[config.mk]
export PLATFORM = sky130hd
export DESIGN_NAME = sreg_access_port
export DESIGN_NICKNAME = d
export VERILOG_FILES = /design/src/rtl/sap_pkg.sv /design/src/rtl/sap_sync.sv /design/src/rtl/sap_frame.sv /design/src/rtl/sap_regbank.sv /design/src/rtl/sreg_access_port.sv
export SDC_FILE = /design/constraint.sdc
export NUM_CORES = 1
export LEC_CHECK = 0
export CAP_MARGIN = 10
export CORE_MARGIN = 2
export CORE_UTILIZATION = 48
export CTS_CLUSTER_DIAMETER = 200
export DETAILED_ROUTE_END_ITERATION = 12
export DONT_BUFFER_PORTS = 1
export GPL_TIMING_DRIVEN = 1
export PLACE_DENSITY = 0.6
export SLEW_MARGIN = 20
export SYNTH_ARGS = -nofsm -noshare
export SYNTH_HDL_FRONTEND = slang
export SYNTH_SLANG_ARGS = --single-unit
[constraint.sdc]
create_clock -name clk -period 6.2 [get_ports clk]
set_input_delay 0 -clock clk [delete_from_list [all_inputs] [get_ports clk]]
set_output_delay 0 -clock clk [all_outputs]
set_load 0.05 [all_outputs]
[src/rtl/sap_pkg.sv]
package sap_pkg;
  localparam int WORD_W     = 16;
  localparam int ADDR_W     = 6;
  localparam int CMD_RW_BIT = 15;
  localparam int FRAME_BITS = 2 * WORD_W;

  typedef logic [WORD_W-1:0] word_t;
  typedef logic [ADDR_W-1:0] addr_t;

  // address match against a register index
  function automatic logic addr_hit(input addr_t a, input int idx);
    return a == addr_t'(idx);
  endfunction

  // shift one serial bit into the low end of a word
  function automatic word_t shift_in(input logic [WORD_W-2:0] held, input logic b);
    return {held, b};
  endfunction
endpackage

[src/rtl/sap_sync.sv]
module sap_sync #(
  parameter int W      = 4,
  parameter int STAGES = 2,
  parameter logic [W-1:0] RST_VAL = '0
) (
  input  logic         clk,
  input  logic         rst_n,
  input  logic [W-1:0] raw,
  output logic [W-1:0] synced
);
  logic [W-1:0] stage_q [STAGES];

  always_ff @(posedge clk or negedge rst_n) begin
    if (!rst_n) begin
      for (int k = 0; k < STAGES; k++) stage_q[k] <= RST_VAL;
    end else begin
      stage_q[0] <= raw;
      for (int k = 1; k < STAGES; k++) stage_q[k] <= stage_q[k-1];
    end
  end

  assign synced = stage_q[STAGES-1];
endmodule

[src/rtl/sap_frame.sv]
module sap_frame
  import sap_pkg::*;
(
  input  logic  clk,
  input  logic  rst_n,
  input  logic  enable,
  input  logic  sclk_s,
  input  logic  cs_n_s,
  input  logic  din_s,
  input  word_t rd_word,
  output addr_t look_addr,
  output logic  clk_rise,
  output logic  clk_fall,
  output logic  cs_act,
  output logic  wr_commit,
  output addr_t wr_addr,
  output word_t wr_data,
  output logic  dout,
  output logic  dout_oe
);
  localparam int CNT_W    = $clog2(FRAME_BITS + 1);
  localparam int CMD_LAST = WORD_W - 1;
  localparam int DAT_LAST = FRAME_BITS - 1;

  logic              sclk_d;
  logic [CNT_W-1:0]  bit_cnt;
  logic [WORD_W-2:0] sh_q;
  word_t             nxt_word;
  word_t             tx_q;
  logic              cmd_rw_q;
  addr_t             cmd_addr_q;
  logic              armed_q;
  logic              oe_q;
  logic              frame_ok;

  assign clk_rise  = sclk_s & ~sclk_d;
  assign clk_fall  = ~sclk_s & sclk_d;
  assign cs_act    = ~cs_n_s;
  assign frame_ok  = enable & cs_act;
  assign nxt_word  = shift_in(sh_q, din_s);
  assign look_addr = nxt_word[ADDR_W-1:0];
  assign wr_addr   = cmd_addr_q;
  assign dout      = tx_q[WORD_W-1];
  assign dout_oe   = oe_q;

  always_ff @(posedge clk or negedge rst_n) begin
    if (!rst_n) sclk_d <= 1'b0;
    else        sclk_d <= sclk_s;
  end

  always_ff @(posedge clk or negedge rst_n) begin
    if (!rst_n) begin
      bit_cnt    <= '0;
      sh_q       <= '0;
      tx_q       <= '0;
      cmd_rw_q   <= 1'b0;
      cmd_addr_q <= '0;
      armed_q    <= 1'b0;
      oe_q       <= 1'b0;
      wr_commit  <= 1'b0;
      wr_data    <= '0;
    end else if (!frame_ok) begin
      bit_cnt   <= '0;
      armed_q   <= 1'b0;
      oe_q      <= 1'b0;
      wr_commit <= 1'b0;
    end else begin
      wr_commit <= 1'b0;
      if (clk_rise && bit_cnt < CNT_W'(FRAME_BITS)) begin
        sh_q    <= nxt_word[WORD_W-2:0];
        bit_cnt <= bit_cnt + 1'b1;
        if (bit_cnt == CNT_W'(CMD_LAST)) begin
          cmd_rw_q   <= nxt_word[CMD_RW_BIT];
          cmd_addr_q <= nxt_word[ADDR_W-1:0];
          if (nxt_word[CMD_RW_BIT]) begin
            tx_q    <= rd_word;
            armed_q <= 1'b1;
          end
        end
        if (bit_cnt == CNT_W'(DAT_LAST) && !cmd_rw_q) begin
          wr_commit <= 1'b1;
          wr_data   <= nxt_word;
        end
      end
      if (clk_fall && armed_q) begin
        if (!oe_q) oe_q <= 1'b1;
        else       tx_q <= {tx_q[WORD_W-2:0], 1'b0};
      end
    end
  end
endmodule

[src/rtl/sap_regbank.sv]
module sap_regbank
  import sap_pkg::*;
#(
  parameter int NCFG      = 8,
  parameter int NSTAT     = 4,
  parameter int STAT_BASE = 32
) (
  input  logic                    clk,
  input  logic                    rst_n,
  input  logic                    wr_commit,
  input  addr_t                   wr_addr,
  input  word_t                   wr_data,
  input  addr_t                   look_addr,
  input  logic [NSTAT*WORD_W-1:0] stat_in,
  output word_t                   rd_word,
  output logic [NCFG*WORD_W-1:0]  cfg_out
);
  word_t cfg_q [NCFG];

  for (genvar i = 0; i < NCFG; i++) begin : g_cfg
    always_ff @(posedge clk or negedge rst_n) begin
      if (!rst_n)                                  cfg_q[i] <= '0;
      else if (wr_commit && addr_hit(wr_addr, i))  cfg_q[i] <= wr_data;
    end
    assign cfg_out[i*WORD_W +: WORD_W] = cfg_q[i];
  end

  always_comb begin
    rd_word = '0;
    for (int i = 0; i < NCFG; i++)
      if (addr_hit(look_addr, i)) rd_word = cfg_q[i];
    for (int k = 0; k < NSTAT; k++)
      if (addr_hit(look_addr, STAT_BASE + k)) rd_word = stat_in[k*WORD_W +: WORD_W];
  end
endmodule

[src/rtl/sreg_access_port.sv]
module sreg_access_port
  import sap_pkg::*;
#(
  parameter int NCFG      = 8,
  parameter int NSTAT     = 4,
  parameter int STAT_BASE = 32,
  parameter int SYNC_STG  = 2
) (
  input  logic                    clk,
  input  logic                    rst_n,
  input  logic                    test_mode,
  input  logic                    ser_clk,
  input  logic                    ser_cs_n,
  input  logic                    ser_din,
  output logic                    ser_dout,
  output logic                    ser_dout_oe,
  input  logic [NSTAT*WORD_W-1:0] stat_in,
  output logic [NCFG*WORD_W-1:0]  cfg_out
);
  logic [3:0] pins_s;
  logic       mode_s, sclk_s, cs_n_s, din_s;
  logic       clk_rise, clk_fall, cs_act, wr_commit;
  addr_t      wr_addr, look_addr;
  word_t      wr_data, rd_word;

  sap_sync #(.W(4), .STAGES(SYNC_STG), .RST_VAL(4'b0010)) sync_i (
    .clk(clk), .rst_n(rst_n),
    .raw({test_mode, ser_clk, ser_cs_n, ser_din}),
    .synced(pins_s)
  );
  assign {mode_s, sclk_s, cs_n_s, din_s} = pins_s;

  sap_frame frame_i (
    .clk(clk), .rst_n(rst_n), .enable(~mode_s),
    .sclk_s(sclk_s), .cs_n_s(cs_n_s), .din_s(din_s),
    .rd_word(rd_word), .look_addr(look_addr),
    .clk_rise(clk_rise), .clk_fall(clk_fall), .cs_act(cs_act),
    .wr_commit(wr_commit), .wr_addr(wr_addr), .wr_data(wr_data),
    .dout(ser_dout), .dout_oe(ser_dout_oe)
  );

  sap_regbank #(.NCFG(NCFG), .NSTAT(NSTAT), .STAT_BASE(STAT_BASE)) bank_i (
    .clk(clk), .rst_n(rst_n),
    .wr_commit(wr_commit), .wr_addr(wr_addr), .wr_data(wr_data),
    .look_addr(look_addr), .stat_in(stat_in),
    .rd_word(rd_word), .cfg_out(cfg_out)
  );
endmodule

# Yosys cells after proc, flatten, opt, wreduce, memory -nomap -nowiden
# Index checks and enable logic that the tools add are counted.
op_classes:
  add_sub_neg: 1
  order_cmp: 1
  eq_ne: 24
  mux: 28
  bitwise_logic: 7
  n_reduce_logical: 18
op_table:
  columns: ["operator", "count"]
  rows:
  - ["16-bit 2-to-1 mux", 17]
  - ["6-bit by 3-bit == test with 1-bit output, second input constant", 8]
  - ["6-bit by 2-bit == test with 1-bit output, second input constant", 4]
  - ["6-bit == test, second input constant", 4]
  - ["6-bit by 1-bit == test with 1-bit output, second input constant", 2]
  - ["6-bit zero test", 2]
  - ["6-bit 2-to-1 mux", 2]
  - ["1-bit logical AND", 11]
  - ["1-bit 2-to-1 mux", 9]
  - ["3-bit AND reduction", 3]
  - ["6-bit by 1-bit adder with 6-bit output, second input constant", 1]
  - ["6-bit by 4-bit == test with 1-bit output, second input constant", 1]
  - ["6-bit by 5-bit == test with 1-bit output, second input constant", 1]
  - ["6-bit less-than comparator, second input constant", 1]
  - ["2-bit != test, second input constant", 3]
  - ["1-bit inverter", 4]
  - ["1-bit AND", 3]
  - ["2-bit by 1-bit != test with 1-bit output, second input constant", 1]
  - ["2-bit AND reduction", 1]
  - ["1-bit zero test", 1]
word_totals:
  reg_bits: 200
  input_bits: 70
  output_inout_bits: 130

# Depth between registers and ports, before layout
# Gate-level depths: netlist (run 1).
depth:
  word_depth: 18
  depth_mapped: 9

# By module
# From an unflattened synthesis (run 1), not the netlist that was laid out.
unflattened:
  hier_cells: 778
  area_unflattened_um2: 10153.5
by_module_without_submodules:
  columns: ["mod", "n_inst", "cells_each", "area_each_um2"]
  rows:
  - ["sap_regbank", 1, 501, 6777.8]
  - ["sap_frame", 1, 264, 3139.3]
  - ["sap_sync", 1, 12, 232.7]
  - ["sreg_access_port", 1, 1, 3.8]

# Least setup slack after synthesis (run 1)
# Ideal clock, no wire load.
synth_path:
  path_kind: "reg2reg"
  start: "reg frame_i.sclk_d"
  end: "reg frame_i.wr_data[10]"
  setup_time_ps: 127
  arrival_ps: 1902
  required_time_ps: 6073
  setup_slack_ps: 4171
  stages_incl_launch_ff: 6
  path_buffers: 1
  period_less_slack_ps: 2029
  path_cell_list: "dfrtp_1 nor3b_2 nand2_2 nor4b_4 buf_6 mux2_1"
synth_between:
  elab_chain_cells: 4
synth_rtl:
  columns: ["item", "line_no", "source"]
  rows:
  - ["start, declared", "sap_frame.sv:25", "logic sclk_d;"]
  - ["start signal, assigned", "sap_frame.sv:48", "else sclk_d <= sclk_s;"]
  - ["1-bit inverter", "sap_frame.sv:36", "assign clk_rise = sclk_s & ~sclk_d;"]
  - ["1-bit AND", "sap_frame.sv:36", null]
  - ["1-bit logical AND", "sap_frame.sv:69", "if (clk_rise && bit_cnt < CNT_W'(FRAME_BITS)) begin"]
  - ["3-bit AND reduction (no line)", null, null]
  - ["end signal, assigned", "sap_frame.sv:82", "wr_data <= nxt_word;"]
  - ["end, declared", "sap_frame.sv:17", "output word_t wr_data,"]
# Every way passes these cells.
# A chain may end at the register's enable or synchronous reset.

# Worst setup path in the final report (run 1)
layout_path:
  start: "reg frame_i.sh_q[1]"
  end: "reg frame_i.tx_q[5]"
layout_between:
  elab_chain_cells: 18
  elab_cells_between_ends: 29
  classes_between: "11 x eq/ne; 17 x mux; 1 x reduce/logical"
layout_rtl:
  columns: ["item", "line_no", "source"]
  rows:
  - ["start, declared", "sap_frame.sv:27", "logic [WORD_W-2:0] sh_q;"]
  - ["start signal, assigned", "sap_frame.sv:70", "sh_q <= nxt_word[WORD_W-2:0];"]
  - ["6-bit zero test", "sap_pkg.sv:12", "return a == addr_t'(idx);"]
  - ["16-bit 2-to-1 mux (8 in a row)", "sap_regbank.sv:31", "if (addr_hit(look_addr, i)) rd_word = cfg_q[i];"]
  - ["16-bit 2-to-1 mux (3 in a row)", "sap_regbank.sv:33", "if (addr_hit(look_addr, STAT_BASE + k)) rd_word = stat_in[k*WORD_W +: WORD_W];"]
  - ["16-bit 2-to-1 mux (*)", "sap_regbank.sv:33", null]
  - ["16-bit 2-to-1 mux (*)", "sap_frame.sv:75", "if (nxt_word[CMD_RW_BIT]) begin"]
  - ["16-bit 2-to-1 mux (*)", "sap_frame.sv:72", "if (bit_cnt == CNT_W'(CMD_LAST)) begin"]
  - ["16-bit 2-to-1 mux (*)", "sap_frame.sv:69", null]
  - ["16-bit 2-to-1 mux", "sap_frame.sv:86", "if (!oe_q) oe_q <= 1'b1;"]
  - ["16-bit 2-to-1 mux (*)", "sap_frame.sv:85", "if (clk_fall && armed_q) begin"]
  - ["end signal, assigned", "sap_frame.sv:76", "tx_q <= rd_word;"]
  - ["end signal, assigned", "sap_frame.sv:87", "else tx_q <= {tx_q[WORD_W-2:0], 1'b0};"]
  - ["end, declared", "sap_frame.sv:29", "word_t tx_q;"]
# Mark *: on every way between the ends. The rest lies on a longest branch, timed or not.

==> results.py, run 1 <==
metrics = {
    "sta": {
        "fin_crit_ns": 3.97,
        "max_freq_mhz": 252,
        "hold_ws_ns": 0.0266,
        "setup_viol": 0,
        "fin_crit_sh": 0.640,
        "drv_slew": 0,
        "fin_setup_tns_ns": 0,
        "fin_skew_ns": 0.0104,
        "rsz0062_at_grt": "false",
        "tightest_slew_ns": 1.11,
        "hold_viol": 0,
        "relSlewSlack": 0.260,
    },
    "clock_tree": {
        "clockRootBuffer": "clkbuf_16",
        "clockBufferDepth": 2,
        "cts_max_level": 4,
        "tritoncts": "built",
        "clock_sinks": 200,
        "clk_pin_slew_worst_paths_ns": 0.07,
        "cts_resized": 0,
        "worstSkewPairLatency_ns": 0.44,
        "cts_buffers": 17,
    },
    "floorplanning": {
        "core_um2": 19700,
        "die_height_um": 146,
        "die-area_um2": 21300,
        "core.rowCount": 51,
        "start_util": 0.492,
        "dieWidth_um": 146,
        "io-pin-count": 200,
    },
    "synth": {
        "yosys.area.top_type_share": 0.512,
        "synth_common_cells": "dfrtp_1, mux2_2, nor2_1, nand2_1, o21ai_0",
        "synth_flop_cell": "dfrtp_1",
        "synth.distinct_cells": 63,
        "syn_area_um2": 9680,
        "avgSynthCellArea_um2": 12.1,
        "synth.most_common_cell": "dfrtp_1",
        "synth_top_cell_by_area": "dfrtp_1",
        "yosys_warnings": 0,
        "netlist_top_cells_area": "dfrtp_1, mux2_2, mux4_2, mux2i_1, nor2_1",
        "ys_ff_latch": 200,
        "netlist_instances": 797,
        "syn_nets": 868,
        "synth_edf_count": 0,
        "async_flop_share": 1.00,
        "yosysSeqAreaShare": 0.517,
    },
    "grt": {
        "grt_pass1_wl_mm": 44.7,
        "grt_max_degree": 201,
        "grt_usage": 0.276,
        "grt_pass1_vias": 7034,
        "grt_overflow_total": 0,
        "antenna_found_initial": 1,
    },
    "flow_run": {
        "maxCapViolCount": 0,
    },
    "hold_path": {
        "min_from": "stat_in[12]",
        "hold_path.class": "input port to register",
    },
    "worst_setup_path": {
        "crit_start": "frame_i.sh_q[1]",
        "cp.arrival_ns": 4.29,
        "cp_data_required_time_ns": 6.53,
        "crit_fanout": 25,
        "criticalPathCategory": "register to register",
        "start_kind": "register",
        "end_kind": "register",
        "r2r-start": "frame_i.sh_q[1]",
    },
    "route": {
        "ant_nets": 0,
        "dr.pass1.iters": 5,
        "vias_per_cell": 6.36,
        "wl_per_cell_um": 26.5,
        "drtIter0Drc": 554,
        "drt_drc_violations_left": 0,
        "wl_mm": 28.9,
        "vias": 6949,
    },
    "layout": {
        "final_nets": 885,
        "multi_input_area_um2": 4430,
        "fillers": 1710,
        "seqCellArea_um2": 5010,
        "area_growth_pct": 12.7,
        "diodes": 0,
        "final-instance-count-excl-fill": 1092,
        "drive_above_1_share": 0.284,
    },
    "place": {
        "placed_cells": 1024,
        "gp_congestion": 0.952,
        "portBuffers": 0,
        "dp_hpwl_mm": 19.9,
    },
    "pwr": {
        "peakVddDrop_mv": 0.241,
        "leakagePower_nw": 4.96,
        "power_density_nw_per_um2": 273,
    },
    "outcome": {
        "outcome": "finished, final reports clean",
    },
}
-- logic make-up after synthesis --
family,synth area share
compound gates,0.0966
mux,0.259
simple gates,0.0946
buf+inv,0.0281
flops,0.517
fa+ha+maj,0.00129
xor+xnor,0.00272
-- final timing paths --
| kind | depth (start not counted) | slack (ns) | end |
|---|---|---|---|
| max in group asynchronous | 2 | 5.05 | sync_i.synced[0] |
| min | 5 | 0.03 | frame_i.tx_q[12] |
| max reg2reg | 7 | 2.23 | frame_i.tx_q[5] |
| max | 7 | 2.23 | frame_i.tx_q[5] |
| min reg2reg | 0 | 0.35 | sync_i.synced[3] |
| min in group asynchronous | 2 | 0.21 | bank_i.cfg_out[67] |
-- state kept, by name, indices dropped and copies added, names as in the netlist, 4 cells and up --
signal and count:
bank_i.cfg_out 128, frame_i.bit_cnt 6, frame_i.sh_q 15, frame_i.tx_q 16
frame_i.wr_addr 6, frame_i.wr_data 16, sync_i.stage_q 4, sync_i.synced 4
-- timing repair --
item / 4_1_cts / 5_1_grt
buffers inserted: 0 / 0
endpoints found under the hold margin: 218 / 0
hold buffers: 36 / 0
-- report_power, final --
| part | leakage (nW) | switching (mW) | internal, mW |
|---|---|---|---|
| clock | 0.314 | 0.511 | 0.692 |
| combinational | 1.95 | 0.258 | 0.132 |
| sequential | 2.70 | 0.0677 | 1.32 |
| total | 4.96 | 0.836 | 2.14 |
-- placed cells by master (no fill, tap or decap), types with 5 or more instances in the layout --
master / synthesis / final
dfrtp_1: 198 / 196
mux2_2: 158 / 158
nor2_1: 50 / 50
nand2_1: 46 / 45
o21ai_0: 36 / 36
dlygate4sd3_1: 0 / 35
mux2i_1: 27 / 27
a21oi_1: 27 / 27
clkbuf_16: 0 / 17
nor3_1: 16 / 16
mux2_1: 15 / 15
inv_1: 14 / 14
mux4_2: 13 / 13
nand3_1: 12 / 12
a31oi_1: 11 / 11
buf_4: 1 / 11
a22oi_1: 10 / 10
nor2b_1: 8 / 8
o22ai_1: 7 / 7
o31ai_1: 7 / 7
nand4_1: 6 / 6
o211ai_1: 6 / 6
nand2b_1: 5 / 5
a211o_1: 5 / 5
-- critical path: stages, from the launching register on --
cell,delay [ns]
dfrtp_1,0.91
nor4b_2,0.78
nand3_1,0.43
o22ai_1,0.30
a311oi_1,0.09
dlygate4sd3_1,0.60
a21o_1,0.18
dlygate4sd3_1,0.55
-- layer usage --
layer / vias to the layer above / global-route usage / wire length, um
met3: 31 / 0.0890 / 2420
met5: - / 0 / 13
met2: 273 / 0.433 / 13900
met1: 3664 / 0.368 / 12000
met4: 2 / 0.0816 / 522
li1: 2979 / - / -
-- cell type report --
| class | instances | area share |
|---|---|---|
| Tap cell | 265 | 0.0304 |
| Inverter | 14 | 0.00482 |
| Clock inverter | 13 | 0.0171 |
| Sequential cell | 200 | 0.459 |
| Timing Repair Buffer | 47 | 0.0422 |
| Multi-Input combinational cell | 534 | 0.406 |
| Clock buffer | 19 | 0.0406 |
-- per-stage QoR --
| stage | power [mW] | util | instance area [um^2] | setup slack (ns) |
|---|---|---|---|---|
| 5_1_grt | 3.09 | 0.555 | 10900 | 2.12 |
| 3_3_place_gp | 1.74 | 0.504 | 9900 | 3.17 |
| 2_1_floorplan | 1.62 | - | 9680 | 4.17 |
| 3_5_place_dp | 1.75 | 0.504 | 9900 | 3.12 |
| 6_report | 2.98 | 0.555 | 10900 | 2.23 |
| 4_1_cts | 2.99 | 0.555 | 10900 | 2.37 |
Note: power is estimated with default switching activity, not from simulation.
==> run 2, diff against run 1 <==
Settings changed: PLACE_DENSITY 0.6 to 0.62.
Clock period 6.2 ns to 3.6 ns, I/O delays scaled along.
==> results.py, run 2 (same netlist as run 1, synthesis figures left out) <==
metrics = {
    "worst_setup_path": {
        "ff2ff_setup_slack_ns": 0.30,
        "cp_cell_sequence": "nor4b_2 > nand2_1 > o21ai_0 > a31oi_1 > o31ai_1 > dlygate4sd3_1",
        "cpPeakStageDelay_ns": 0.88,
        "path_delay_family": "simple AND/OR/NAND/NOR gates",
        "crit_buf_inv": 1,
        "cp.arrival_ns": 3.69,
        "cp_data_required_time_ns": 3.98,
        "r2r-end": "frame_i.tx_q[1]",
        "slowest_stage": "dfrtp_1",
        "end_kind": "register",
        "start_kind": "register",
        "r2r-start": "frame_i.sh_q[1]",
        "rr_worst_depth": 6,
        "crit_fanout": 25,
        "criticalPathCategory": "register to register",
    },
    "layout": {
        "largest_reg_flops": 128,
        "area_growth_pct": 12.0,
        "final_common_cell": "dfrtp_1",
        "drive_above_1_share": 0.287,
        "layout_common_cells": "dfrtp_1, mux2_2, nor2_1",
        "final_nets": 886,
    },
    "grt": {
        "antenna_found_initial": 1,
        "grt_max_degree": 201,
        "grt_overflow_total": 0,
        "grt_pass1_vias": 7198,
        "grt_pass1_wl_mm": 44.6,
        "grt_usage": 0.272,
    },
    "clock_tree": {
        "cts_max_level": 4,
        "clock_sinks": 200,
        "ctsHoldBuffers": 33,
        "worstSkewPairLatency_ns": 0.44,
        "clockRootBuffer": "clkbuf_16",
        "clk_pin_slew_worst_paths_ns": 0.08,
        "cts_buffers": 17,
        "clockBufferDepth": 2,
        "postCtsSetupBuffers": 0,
        "cts_resized": 0,
        "tritoncts": "built",
    },
    "sta": {
        "max_freq_mhz": 303,
        "fin_crit_ns": 3.30,
        "relSlewSlack": 0.284,
        "hold_ws_ns": -0.755,
        "fin_crit_sh": 0.918,
        "setup_viol": 0,
        "fin_skew_ns": 0.00991,
        "rsz0062_at_grt": "false",
        "tightest_slew_ns": 1.07,
        "fin_setup_tns_ns": 0,
        "drv_slew": 0,
        "hold_viol": 200,
        "setup_slack_ns": 0.296,
    },
    "floorplanning": {
        "start_util": 0.492,
        "core.rowCount": 51,
        "dieWidth_um": 146,
        "io-pin-count": 200,
        "die-area_um2": 21300,
        "die_height_um": 146,
        "core_um2": 19700,
    },
    "place": {
        "dp_hpwl_mm": 20.5,
        "gp_congestion": 0.899,
        "portBuffers": 0,
        "place_ws_ns": 0.777,
    },
    "flow_run": {
        "maxCapViolCount": 0,
    },
    "route": {
        "wl_mm": 28.7,
        "drt_drc_violations_left": 0,
        "wl_per_cell_um": 26.2,
        "ant_nets": 0,
        "dr.pass1.iters": 5,
        "drtIter0Drc": 463,
        "vias": 6903,
        "vias_per_cell": 6.31,
    },
    "hold_path": {
        "hold_path.class": "input port to asynchronous set/reset pin",
    },
    "pwr": {
        "leakagePower_nw": 4.94,
        "power_density_nw_per_um2": 451,
        "peakVddDrop_mv": 0.366,
    },
    "outcome": {
        "violations": "hold timing",
        "outcome": "finished, violations left",
    },
}
-- run 2: worst reg2reg max path, cell delays in order, from the launching register on --
cell	delay (ns)
dfrtp_1	0.88
nor4b_2	0.71
nand2_1	0.38
o21ai_0	0.34
a31oi_1	0.14
o31ai_1	0.22
dlygate4sd3_1	0.58
-- run 2: per-layer routing --
layer	share of wire	wire [um]	global-route usage	up-vias
met5	0.00045	13	0	-
met4	0.018	508	0.0777	2
met3	0.083	2390	0.0806	41
met2	0.49	14000	0.438	315
met1	0.41	11800	0.362	3566
li1	-	-	-	2979
-- run 2: power by group --
part | total [mW] | internal [mW] | switching [mW]
clock network | 1.90 | 0.991 | 0.905
registers | 2.41 | 2.27 | 0.132
logic | 0.592 | 0.220 | 0.372
total | 4.89 | 3.48 | 1.41
-- run 2: layout make-up --
class | instances | area, um^2
Fill cell | 1700 | 8810
Tap cell | 265 | 332
Sequential cell | 200 | 5010
Clock inverter | 14 | 140
Multi-Input combinational cell | 534 | 4420
Inverter | 14 | 52.6
Antenna cell | 1 | 2.50
Timing Repair Buffer | 48 | 443
Clock buffer | 18 | 439
-- run 2: worst max path at each step --
stage | startpoint | end | slack [ns] | depth (start not counted)
after global routing | frame_i.sh_q[1] | frame_i.tx_q[1] | 0.11 | 6
after detailed placement | frame_i.sh_q[1] | frame_i.tx_q[6] | 0.78 | 5
final | frame_i.sh_q[1] | frame_i.tx_q[1] | 0.30 | 6
after floorplan | frame_i.sclk_d | frame_i.wr_data[10] | 1.57 | 5
after CTS | sync_i.synced[0] | frame_i.tx_q[1] | 0.37 | 7
after global placement | frame_i.sh_q[1] | frame_i.tx_q[6] | 0.97 | 5
-- run 2: through the flow --
stage               area [um^2]  hold WS, ns  total power [mW]   util  std cells
finish                    10800       -0.755              4.89  0.552       1094
global route              10800       -0.764              5.07  0.552       1093
CTS                       10800       -0.765              4.91  0.552       1093
detailed placement         9930       -0.289              2.99  0.505       1028
global placement           9920       -0.286              2.97  0.505       1028
floorplan                  9680       -0.296              2.80      -        797
